===== src/rtl/cic_pkg.sv =====
// Shared constants and helpers for the CIC decimator.
// Assumes ratios fit in 8 bits, so R^4 fits in 40 bits.
package cic_pkg;
    localparam int CIC_ORDER = 4;
    localparam int CTRL_W    = 16;
    localparam int RFIELD_W  = 8;
    localparam int SHIFT_W   = 6;

    // Smallest s such that 2^s >= r^4, which is the normalising shift.
    function automatic logic [SHIFT_W-1:0] gain_shift(input logic [RFIELD_W-1:0] r);
        logic [39:0] p;
        p = 40'(r) * 40'(r);
        p = p * 40'(r);
        p = p * 40'(r);
        gain_shift = '0;
        for (int s = 39; s >= 0; s--) begin
            if ((40'd1 << s) >= p) gain_shift = SHIFT_W'(s);
        end
    endfunction
endpackage


===== src/rtl/cic_cfg.sv =====
// Configuration register for the decimator.
// It holds the last control word and derives the effective ratio (clamped to
// 1..RMAX), the normalising shift and the half-band count from it. It raises
// flush in any cycle where the input word differs from the stored word.
// Assumes 1 <= RMAX <= 255.
module cic_cfg
    import cic_pkg::*;
#(
    parameter int RMAX = 32
) (
    input  logic                clk,
    input  logic                rst_n,
    input  logic [CTRL_W-1:0]   ctrl_word,
    output logic                flush,
    output logic [RFIELD_W-1:0] r_val,
    output logic [SHIFT_W-1:0]  shift,
    output logic [7:0]          hb_cnt
);
    localparam logic [RFIELD_W-1:0] RMAX_V = RFIELD_W'(RMAX);

    logic [CTRL_W-1:0]   cfg_q;
    logic [RFIELD_W-1:0] r_q, r_eff;
    logic [SHIFT_W-1:0]  shift_q;
    logic [7:0]          hb_q, hb_d;

    // Clamp the ratio field and decide the forwarded half-band count.
    always_comb begin
        if (ctrl_word[RFIELD_W-1:0] == '0)
            r_eff = RFIELD_W'(1);
        else if (ctrl_word[RFIELD_W-1:0] > RMAX_V)
            r_eff = RMAX_V;
        else
            r_eff = ctrl_word[RFIELD_W-1:0];
        hb_d = (r_eff[0] && (r_eff != RFIELD_W'(1))) ? 8'd0 : ctrl_word[15:8];
    end

    assign flush = (ctrl_word != cfg_q);

    // Latch a new configuration; the reset value gives a 1:1 rate.
    always_ff @(posedge clk) begin
        if (!rst_n) begin
            cfg_q   <= CTRL_W'(16'h0001);
            r_q     <= RFIELD_W'(1);
            shift_q <= '0;
            hb_q    <= '0;
        end else if (flush) begin
            cfg_q   <= ctrl_word;
            r_q     <= r_eff;
            shift_q <= gain_shift(r_eff);
            hb_q    <= hb_d;
        end
    end

    assign r_val  = r_q;
    assign shift  = shift_q;
    assign hb_cnt = hb_q;

    p_range_r6: assert property (@(posedge clk) disable iff (!rst_n)
        (r_q != '0) && (r_q <= RMAX_V));
    p_hb_odd_r5: assert property (@(posedge clk) disable iff (!rst_n)
        (r_q[0] && (r_q != RFIELD_W'(1))) |-> (hb_q == 8'd0));
    p_capture_r8: assert property (@(posedge clk) disable iff (!rst_n)
        flush |=> (cfg_q == $past(ctrl_word)));
endmodule


===== src/rtl/cic_rate_ctr.sv =====
// Decimation counter.
// It counts accepted samples modulo R and pulses tick one cycle after the
// R-th sample of each group. flush restarts it from zero.
// Assumes r_val is at least 1.
module cic_rate_ctr
    import cic_pkg::*;
(
    input  logic                clk,
    input  logic                rst_n,
    input  logic                flush,
    input  logic                en,
    input  logic [RFIELD_W-1:0] r_val,
    output logic                tick
);
    logic [RFIELD_W-1:0] cnt_q;
    logic                tick_q;
    logic                last;

    assign last = (cnt_q == (r_val - RFIELD_W'(1)));

    // Advance the count on each accepted sample and mark the end of a group.
    always_ff @(posedge clk) begin
        if (!rst_n || flush) begin
            cnt_q  <= '0;
            tick_q <= 1'b0;
        end else begin
            tick_q <= en && last;
            if (en) cnt_q <= last ? '0 : cnt_q + RFIELD_W'(1);
        end
    end

    assign tick = tick_q;

    p_cnt_bound_r2: assert property (@(posedge clk) disable iff (!rst_n)
        cnt_q < r_val);
    p_restart_r8: assert property (@(posedge clk) disable iff (!rst_n)
        flush |=> (cnt_q == '0) && !tick_q);
    p_tick_src_r2: assert property (@(posedge clk) disable iff (!rst_n)
        tick_q |-> $past(en));
endmodule


===== src/rtl/cic_integ.sv =====
// Integrator cascade for one lane.
// CIC_ORDER wrap-around accumulators are chained on their next values, so that
// after the n-th accepted sample the last stage holds the fourth running sum
// up to and including that sample. flush clears all stages.
// Assumes ACC_W >= IN_W.
module cic_integ
    import cic_pkg::*;
#(
    parameter int IN_W  = 16,
    parameter int ACC_W = 36
) (
    input  logic             clk,
    input  logic             rst_n,
    input  logic             flush,
    input  logic             en,
    input  logic [IN_W-1:0]  din,
    output logic [ACC_W-1:0] acc_out
);
    logic [ACC_W-1:0] ext;

    assign ext = {{(ACC_W-IN_W){din[IN_W-1]}}, din};

    for (genvar k = 0; k < CIC_ORDER; k++) begin : g_st
        logic [ACC_W-1:0] acc_q;
        logic [ACC_W-1:0] nxt;
        if (k == 0) begin : g_first
            assign nxt = acc_q + ext;
        end else begin : g_next
            assign nxt = acc_q + g_st[k-1].nxt;
        end
        // Accumulate this stage on each accepted sample.
        always_ff @(posedge clk) begin
            if (!rst_n || flush) acc_q <= '0;
            else if (en)         acc_q <= nxt;
        end
    end

    assign acc_out = g_st[CIC_ORDER-1].acc_q;

    p_flush_clear_r8: assert property (@(posedge clk) disable iff (!rst_n)
        flush |=> (acc_out == '0));
    p_hold_r2: assert property (@(posedge clk) disable iff (!rst_n)
        (!en && !flush) |=> $stable(acc_out));
endmodule


===== src/rtl/cic_comb.sv =====
// Comb cascade and gain normaliser for one lane.
// On each decimation tick it takes the integrator output through CIC_ORDER
// first differences (delay 1 at the low rate), shifts the result right
// arithmetically by `shift` and registers the low OUT_W bits.
// Assumes that shift normalises R^4, so the scaled value fits in OUT_W.
module cic_comb
    import cic_pkg::*;
#(
    parameter int ACC_W = 36,
    parameter int OUT_W = 16
) (
    input  logic               clk,
    input  logic               rst_n,
    input  logic               flush,
    input  logic               en,
    input  logic [SHIFT_W-1:0] shift,
    input  logic [ACC_W-1:0]   din,
    output logic [OUT_W-1:0]   dout
);
    logic signed [ACC_W-1:0] scaled;
    logic [OUT_W-1:0]        dout_q;

    for (genvar k = 0; k < CIC_ORDER; k++) begin : g_st
        logic [ACC_W-1:0] stage_in;
        logic [ACC_W-1:0] dly_q;
        logic [ACC_W-1:0] diff;
        if (k == 0) begin : g_first
            assign stage_in = din;
        end else begin : g_next
            assign stage_in = g_st[k-1].diff;
        end
        assign diff = stage_in - dly_q;
        // Keep the previous low-rate value of this stage's input.
        always_ff @(posedge clk) begin
            if (!rst_n || flush) dly_q <= '0;
            else if (en)         dly_q <= stage_in;
        end
    end

    assign scaled = $signed(g_st[CIC_ORDER-1].diff) >>> shift;

    // Register the normalised output on each tick.
    always_ff @(posedge clk) begin
        if (!rst_n || flush) dout_q <= '0;
        else if (en)         dout_q <= scaled[OUT_W-1:0];
    end

    assign dout = dout_q;

    p_out_clear_r8: assert property (@(posedge clk) disable iff (!rst_n)
        flush |=> (dout_q == '0));
    p_out_hold_r10: assert property (@(posedge clk) disable iff (!rst_n)
        (!en && !flush) |=> $stable(dout_q));
endmodule


===== src/rtl/cic_decim_top.sv =====
// Runtime-programmable fourth-order CIC decimator for complex samples.
// ctrl_word[7:0] selects the ratio R and ctrl_word[15:8] the downstream
// half-band count. One output pair comes out per R accepted samples, scaled
// down by 2^ceil(log2(R^4)). Any change of the control word restarts the filter.
// Assumes 1 <= RMAX <= 255 and OUT_W <= IN_W + 4*ceil(log2(RMAX)).
module cic_decim_top
    import cic_pkg::*;
#(
    parameter int IN_W  = 16,
    parameter int OUT_W = 16,
    parameter int RMAX  = 32
) (
    input  logic              clk,
    input  logic              rst_n,
    input  logic [15:0]       ctrl_word,
    input  logic              in_valid,
    input  logic [IN_W-1:0]   in_i,
    input  logic [IN_W-1:0]   in_q,
    output logic              out_valid,
    output logic [OUT_W-1:0]  out_i,
    output logic [OUT_W-1:0]  out_q,
    output logic [7:0]        hb_stages,
    output logic [7:0]        rmax_rd
);
    localparam int GROWTH = CIC_ORDER * $clog2(RMAX);
    localparam int ACC_W  = IN_W + GROWTH;
    localparam int LANES  = 2;

    logic                flush;
    logic [RFIELD_W-1:0] r_val;
    logic [SHIFT_W-1:0]  shift;
    logic                accept;
    logic                tick;
    logic                comb_en;
    logic                valid_q;
    logic [IN_W-1:0]     lane_in  [LANES];
    logic [OUT_W-1:0]    lane_out [LANES];

    assign accept  = in_valid && !flush;
    assign comb_en = tick && !flush;

    cic_cfg #(.RMAX(RMAX)) u_cfg (
        .clk       (clk),
        .rst_n     (rst_n),
        .ctrl_word (ctrl_word),
        .flush     (flush),
        .r_val     (r_val),
        .shift     (shift),
        .hb_cnt    (hb_stages)
    );

    cic_rate_ctr u_ctr (
        .clk   (clk),
        .rst_n (rst_n),
        .flush (flush),
        .en    (accept),
        .r_val (r_val),
        .tick  (tick)
    );

    assign lane_in[0] = in_i;
    assign lane_in[1] = in_q;

    for (genvar l = 0; l < LANES; l++) begin : g_lane
        logic [ACC_W-1:0] acc;
        cic_integ #(.IN_W(IN_W), .ACC_W(ACC_W)) u_integ (
            .clk     (clk),
            .rst_n   (rst_n),
            .flush   (flush),
            .en      (accept),
            .din     (lane_in[l]),
            .acc_out (acc)
        );
        cic_comb #(.ACC_W(ACC_W), .OUT_W(OUT_W)) u_comb (
            .clk   (clk),
            .rst_n (rst_n),
            .flush (flush),
            .en    (comb_en),
            .shift (shift),
            .din   (acc),
            .dout  (lane_out[l])
        );
    end

    // Strobe out_valid in the cycle after each surviving tick.
    always_ff @(posedge clk) begin
        if (!rst_n) valid_q <= 1'b0;
        else        valid_q <= comb_en;
    end

    assign out_valid = valid_q;
    assign out_i     = lane_out[0];
    assign out_q     = lane_out[1];
    assign rmax_rd   = 8'(RMAX);

    p_valid_src_r10: assert property (@(posedge clk) disable iff (!rst_n)
        out_valid |-> $past(tick && !flush));
    p_single_r10: assert property (@(posedge clk) disable iff (!rst_n)
        out_valid |=> !out_valid || $past(tick));
    p_no_valid_after_flush_r8: assert property (@(posedge clk) disable iff (!rst_n)
        flush |=> !out_valid);
endmodule


===== config.mk =====
export PLATFORM = sky130hd
export DESIGN_NAME = cic_decim_top
export DESIGN_NICKNAME = d
export VERILOG_FILES = /design/src/rtl/cic_pkg.sv /design/src/rtl/cic_cfg.sv /design/src/rtl/cic_rate_ctr.sv /design/src/rtl/cic_integ.sv /design/src/rtl/cic_comb.sv /design/src/rtl/cic_decim_top.sv
export SDC_FILE = /design/constraint.sdc
export NUM_CORES = 2
export LEC_CHECK = 0
export CAP_MARGIN = 20
export CORE_MARGIN = 10
export CORE_UTILIZATION = 55
export CTS_BUF_LIST = sky130_fd_sc_hd__clkbuf_8
export DETAILED_ROUTE_END_ITERATION = 10
export PLACE_DENSITY = 0.74
export RECOVER_POWER = 25
export SYNTH_ARGS = -nofsm -noshare
export SYNTH_HDL_FRONTEND = slang
export SYNTH_HIERARCHICAL = 1
export SYNTH_SLANG_ARGS = --single-unit

===== constraint.sdc =====
create_clock -name clk -period 19.99 [get_ports clk]
set_input_delay 5.997 -clock clk [delete_from_list [all_inputs] [get_ports clk]]
set_output_delay 5.997 -clock clk [all_outputs]
set_load 0.03 [all_outputs]

## Word level (Yosys, flattened, before mapping)

Index checks and enable logic that the tools add are counted.

| word-level totals | value |
|---|---|
| word-level logic and storage cells | 128 |
| bits in registers | 656 |
| output and inout bits | 49 |

| operators by class | value |
|---|---|
| add/subtract/negate cells | 18 |
| reductions and logical operators | 8 |
| $mul | 3 |
| eq/ne operators | 3 |
| muxes and demuxes | 36 |
| shift operators | 2 |
| order comparisons | 33 |

Operator list:

| operator | number |
|---|---|
| $add 36x36->36 | 8 |
| $sub 36x36->36 | 8 |
| $mux 6 | 32 |
| $sshr 36x6->16 | 2 |
| $ge 1x32->1 const A | 1 |
| $ge 10x32->1 const A | 1 |
| $ge 11x32->1 const A | 1 |
| $ge 12x32->1 const A | 1 |
| $ge 13x32->1 const A | 1 |
| $ge 14x32->1 const A | 1 |
| $ge 15x32->1 const A | 1 |
| $ge 16x32->1 const A | 1 |
| $ge 17x32->1 const A | 1 |
| $ge 18x32->1 const A | 1 |
| $ge 19x32->1 const A | 1 |
| $ge 2x32->1 const A | 1 |
| $ge 20x32->1 const A | 1 |
| $ge 21x32->1 const A | 1 |
| $ge 22x32->1 const A | 1 |
| $ge 23x32->1 const A | 1 |
| $ge 24x32->1 const A | 1 |
| $ge 25x32->1 const A | 1 |
| $ge 26x32->1 const A | 1 |
| $ge 27x32->1 const A | 1 |
| other kinds (26) | 33 |

## Logic depth before layout (Yosys ltp)

| logic depth | value |
|---|---|
| word-level depth | 39 |
| mapped depth | 60 |
| mapped depth without buffers | 57 |

## Modules after synthesis

The synthesis kept the hierarchy.

By module, submodules not included:

| module | sequential area each (um2) | cells an instance | times used | area each (um2) |
|---|---|---|---|---|
| cic_comb at g_lane[0].u_comb | 3203.1 | 2025 | 1 | 15476.1 |
| cic_comb at g_lane[1].u_comb | 3203.1 | 1937 | 1 | 14756.7 |
| cic_cfg | 760.7 | 1531 | 1 | 12909.9 |
| cic_integ at g_lane[0].u_integ | 2882.8 | 1436 | 1 | 11886.4 |
| cic_integ at g_lane[1].u_integ | 2882.8 | 1398 | 1 | 11747.5 |
| cic_rate_ctr | 180.2 | 78 | 1 | 673.1 |
| cic_decim_top | 20.0 | 14 | 1 | 108.9 |

## Least setup slack after synthesis

Ideal clock, no wire load.

| path | value |
|---|---|
| path type | input to register |
| start | input port ctrl_word[5] |
| end | register u_cfg.shift_q[0], in the netlist u_cfg/shift[0] |
| library setup time | 0.117 ns |
| data arrival time | 19.344 ns |
| setup slack | 0.529 ns |
| data required time | 19.873 ns |
| cell stages on the path | 53 |
| cells stage by stage | or3_4 > inv_2 > and2_1 > clkbuf_1 > inv_1 > clkbuf_1 > fa_1 > fa_1 > inv_1 > ha_1 > fa_1 > ha_1 > nor2b_1 > o21ai_0 > nand2_1 > xnor2_1 > nor2_1 > fa_1 > [... 17 more ...] > fa_1 > inv_1 > fa_1 > inv_1 > ha_1 > clkbuf_1 > nand4_1 > or2_2 > o21bai_1 > a21boi_1 > o21ai_0 > a2111oi_1 > or4b_1 > buf_2 > nor3b_1 > a22o_1 > nand2_1 > a32o_1 |

| on the way | value |
|---|---|
| longest elaborated chain between the ends | 39 |
| elaborated cells on any way between the ends | 72 |
| those cells by class | mul: 3; order compare: 33; eq/ne: 1; mux: 34; reduce/logical: 1 |

Ends and longest elaborated chain:

| what | line | RTL |
|---|---|---|
| start: declaration | cic_decim_top.sv:15 | `input logic [15:0] ctrl_word,` |
| $gt 8x6->1 | cic_cfg.sv:30 | `else if (ctrl_word[RFIELD_W-1:0] > RMAX_V)` |
| $mux 8 | cic_cfg.sv:30 |  |
| $mux 8 | cic_cfg.sv:28 | `if (ctrl_word[RFIELD_W-1:0] == '0)` |
| $mul 8x8->16 | cic_pkg.sv:12 | `p = 40'(r) * 40'(r);` |
| $mul 16x8->24 | cic_pkg.sv:13 | `p = p * 40'(r);` |
| $mul 24x8->32 | cic_pkg.sv:14 | `p = p * 40'(r);` |
| $ge 32x32->1 | cic_pkg.sv:17 | `if ((40'd1 << s) >= p) gain_shift = SHIFT_W'(s);` |
| $mux 6 (32 in series) | cic_pkg.sv:17 |  |
| end signal: assignment | cic_cfg.sv:49 | `shift_q <= gain_shift(r_eff);` |
| end: declaration | cic_cfg.sv:23 | `logic [SHIFT_W-1:0] shift_q;` |

Parallel ways exist; a longest one is shown, timed or not.
A chain may end at the register's enable or synchronous reset.

## Worst setup path in the final report

| path | value |
|---|---|
| start | input port ctrl_word[5] |
| end | register u_cfg.shift_q[3], in the netlist u_cfg/shift[3] |

The elaborated chain is that of the path after synthesis.

==> out/results.ini <==
[power_and_ir_drop]
pwr_density_cell_mw_per_mm2=185
irDropWorstVdd_mv=1.53
power_mw=13.6
cellLeakagePower_nw=31.8

[hold_path]
holdPathStages=2
hp-start=g_lane[1].u_comb/dout[3]
whs_endpoint=g_lane[1].u_comb/dout[3]
worstHoldPathType=reg2reg

[routing]
viasPerCell=5.83
num_vias=59887
wirelength_um=170000
antenna_left=0
wl_met1_um=73900
wl_per_cell_um=16.6
first_pass_iters=6
wl_met2_um=83400
drt_iter0_markers=3452
top_layer=met4
met3_wirelength_um=7650
post-route-drc-count=0

[grt]
grt_pass1_vias=58300
antenna_found_initial=2
grtUsageTotal_pct=24.1
grt-ovfl-total=0
grt_pass1_wl_um=283000
grt_start_max_net_pins=158

[die]
rows=128
ios=100
dieHeight_um=370
die_area_mm2=0.137
die_x_um=370
floorplan.initialDensity_pct=55.4
core_area_mm2=0.122

[synthesis]
synth_edf_count=0
synth_area_leaders=dfxtp_1, ha_1, mux2i_1
synth_adder_area_share_pct=20.2
synth.top_cell.area_share_pct=19.4
synth_compound_area_share_pct=20.7
synth_ff_type=dfxtp_1
synthArstFlopShare_pct=0
ys_ff_latch=656
syn_area_mm2=0.0676
yosysTopAreaCell=dfxtp_1
synth_cells=8419
seq_area_frac_synth_pct=19.4
synth_area_per_cell_um2=8.02
synth_mux_area_share_pct=9.05
synth_warnings=6
synth_xor_area_share_pct=7.70
synth_top_family_by_area=compound AO/OA/AOI/OAI gates
yosys.area_share.simple_pct=17.1
synth_cell_types=124

[timing]
fmax_ghz=0.0519
slew_headroom_pct=-503
fin_setup_tns_ns=0
slew_viol_final=576
min_period_ns=19.27
fin_hold_ws_ns=0.441
fin_crit_sh_pct=96.4
hold_viol_final=0
finClkSkew_ns=0.0545
grt_setup_unrepaired=no
worstMarginPinSlew_ns=9.05
setup_violations=0

[critical_path]
path_max_fanout=11
crit_arrival_ns=20.07
cp_num_buf_inv=11
cp-end-kind=flop
slowest_delay_ns=0.58
worst_path_dominant_cell_family=adder cells
cp_slowest_cell=or4b_1
cp_common_cell=fa_1
required_ns=20.79
reg2reg_slack_ns=7.08
critical_path_class=in2reg
worstSetupStartpointType=input pin
worstReg2RegStart=u_cfg/cfg_q[4]
timing.rr.end=g_lane[1].u_comb/dout[7]
rr_worst_depth=11

[clock_network]
clkSlewWorstSetupHoldPaths_ns=0.06
cts.sinks=656
cts_tree=built
worstSkewPairLatency_ns=0.87
cts_hold_buffers=0
ctsRootBufferMaster=clkbuf_8
cts_setup_buffers=0
cts_buffers=130
cts_buffer_depth=3
ctsHtreeMaxLevel=4

[job]
cap_violations=8

[final_layout]
final_common_cell=nor2_1
utilization_pct=60.1
fillers=10894
stdcell_area_mm2=0.0733
syn2layout_area_growth_pct=8.49
post_route_cells_drive_above_1_share_pct=5.50
final_cell_mix=nor2_1, inv_1, ha_1
nNetsFinal=9533

[placed_design]
io_buffers=91
hpwl_um=130000
gp_congestion=0.896
placed_cell_area_mm2=0.0705

[run_status]
status=finished with violations
violations=capacitance limit, slew limit

registers in the layout, indices dropped and copies added (netlist names):
signal / cells
u_cfg/hb_cnt: 8
u_cfg/shift: 6
u_ctr/cnt_q: 8
g_lane.u_integ/acc_out: 72
out_valid: 1
g_lane.u_comb/g_st.dly_q: 288
g_lane.u_comb/dout: 32
u_cfg/r_val: 8
g_lane.u_integ/g_st.acc_q: 216
u_ctr/tick: 1
u_cfg/cfg_q: 16
through the flow:
stage | cells | worst slack (ns)
2_1_floorplan | 8533 | 0.529
3_3_place_gp | 10033 | -0.0176
3_5_place_dp | 10033 | -0.341
4_1_cts | 10263 | 0.518
5_1_grt | 10267 | 0.0103
6_report | 10267 | 0.718
cell type report:
type	count	area (µm²)	share of cell area [%]
Multi-Input combinational cell	6849	51000	69.6
Sequential cell	656	13100	17.9
Inverter	716	2690	3.67
Clock buffer	155	2130	2.91
Tap cell	1625	2030	2.77
Timing Repair Buffer	188	1630	2.22
Clock inverter	75	691	0.942
Antenna cell	3	7.51	0.0102
metal layers:
metal,vias to the layer above,global-route usage [%]
met1,28382,29.4
met5,-,0
met3,374,3.30
met2,1308,43.0
met4,0,8.44
li1,29823,-
cell families (layout without fill, tap and decap cells):
family          after synthesis  after routing
xor+xnor                    586            586
other cells                   4            121
simple gates               2498           2498
fa+ha+maj                   941            941
buf+inv                    1028           1134
compound gates             2117           2117
mux                         589            589
flops                       656            656
power breakdown:
group,total (mW),switching (mW),internal [mW],leakage [nW]
Combinational,10.7,6.14,4.57,25.0
Sequential,1.34,0.0210,1.32,5.29
Clock,1.50,0.667,0.835,1.54
worst reg2reg max path, cell delays in order (launching register included):
cell and delay, ns:
dfxtp_1 0.30, xnor2_1 0.28, nand4_1 0.12, nor4_1 0.58
clkbuf_1 1.11, inv_1 0.10, buf_4 0.33, nor2b_1 1.20
clkbuf_1 5.98, o21ai_1 1.89, o221a_2 0.80, o21a_1 0.12
cell usage after synthesis (41+ instances only):
cell type	number
o21bai_1	79
nor2_1	1116
inv_1	708
nor2b_1	85
ha_1	692
o211ai_1	62
a31oi_1	79
a21o_1	269
xnor2_1	414
nand2_1	481
nor3_1	137
fa_1	249
buf_1	49
and2_1	65
o21ai_0	341
o21a_1	116
mux2i_1	553
o31ai_1	49
dfxtp_1	656
nand4_1	80
and3_1	103
xor2_1	167
or3_1	41
nand3_1	127
nand2b_1	88
clkbuf_1	245
a211oi_1	115
a21oi_1	588
worst max path at each step:
stage                      start  slack (ns)  cells past startpoint        endpoint
floorplan           ctrl_word[5]        0.53                     53  u_cfg/shift[0]
global placement    ctrl_word[5]       -0.02                     52  u_cfg/shift[3]
detailed placement  ctrl_word[5]       -0.34                     52  u_cfg/shift[0]
CTS                 ctrl_word[5]        0.52                     52  u_cfg/shift[3]
global route        ctrl_word[5]        0.01                     52  u_cfg/shift[0]
finish              ctrl_word[5]        0.72                     52  u_cfg/shift[3]
timing repair:
item                                    in CTS  in global routing
endpoints found under the setup margin       0                  5
endpoints found under the hold margin        0                  0
resized for setup                            0                  4
Power figures use the tool's default switching activity.
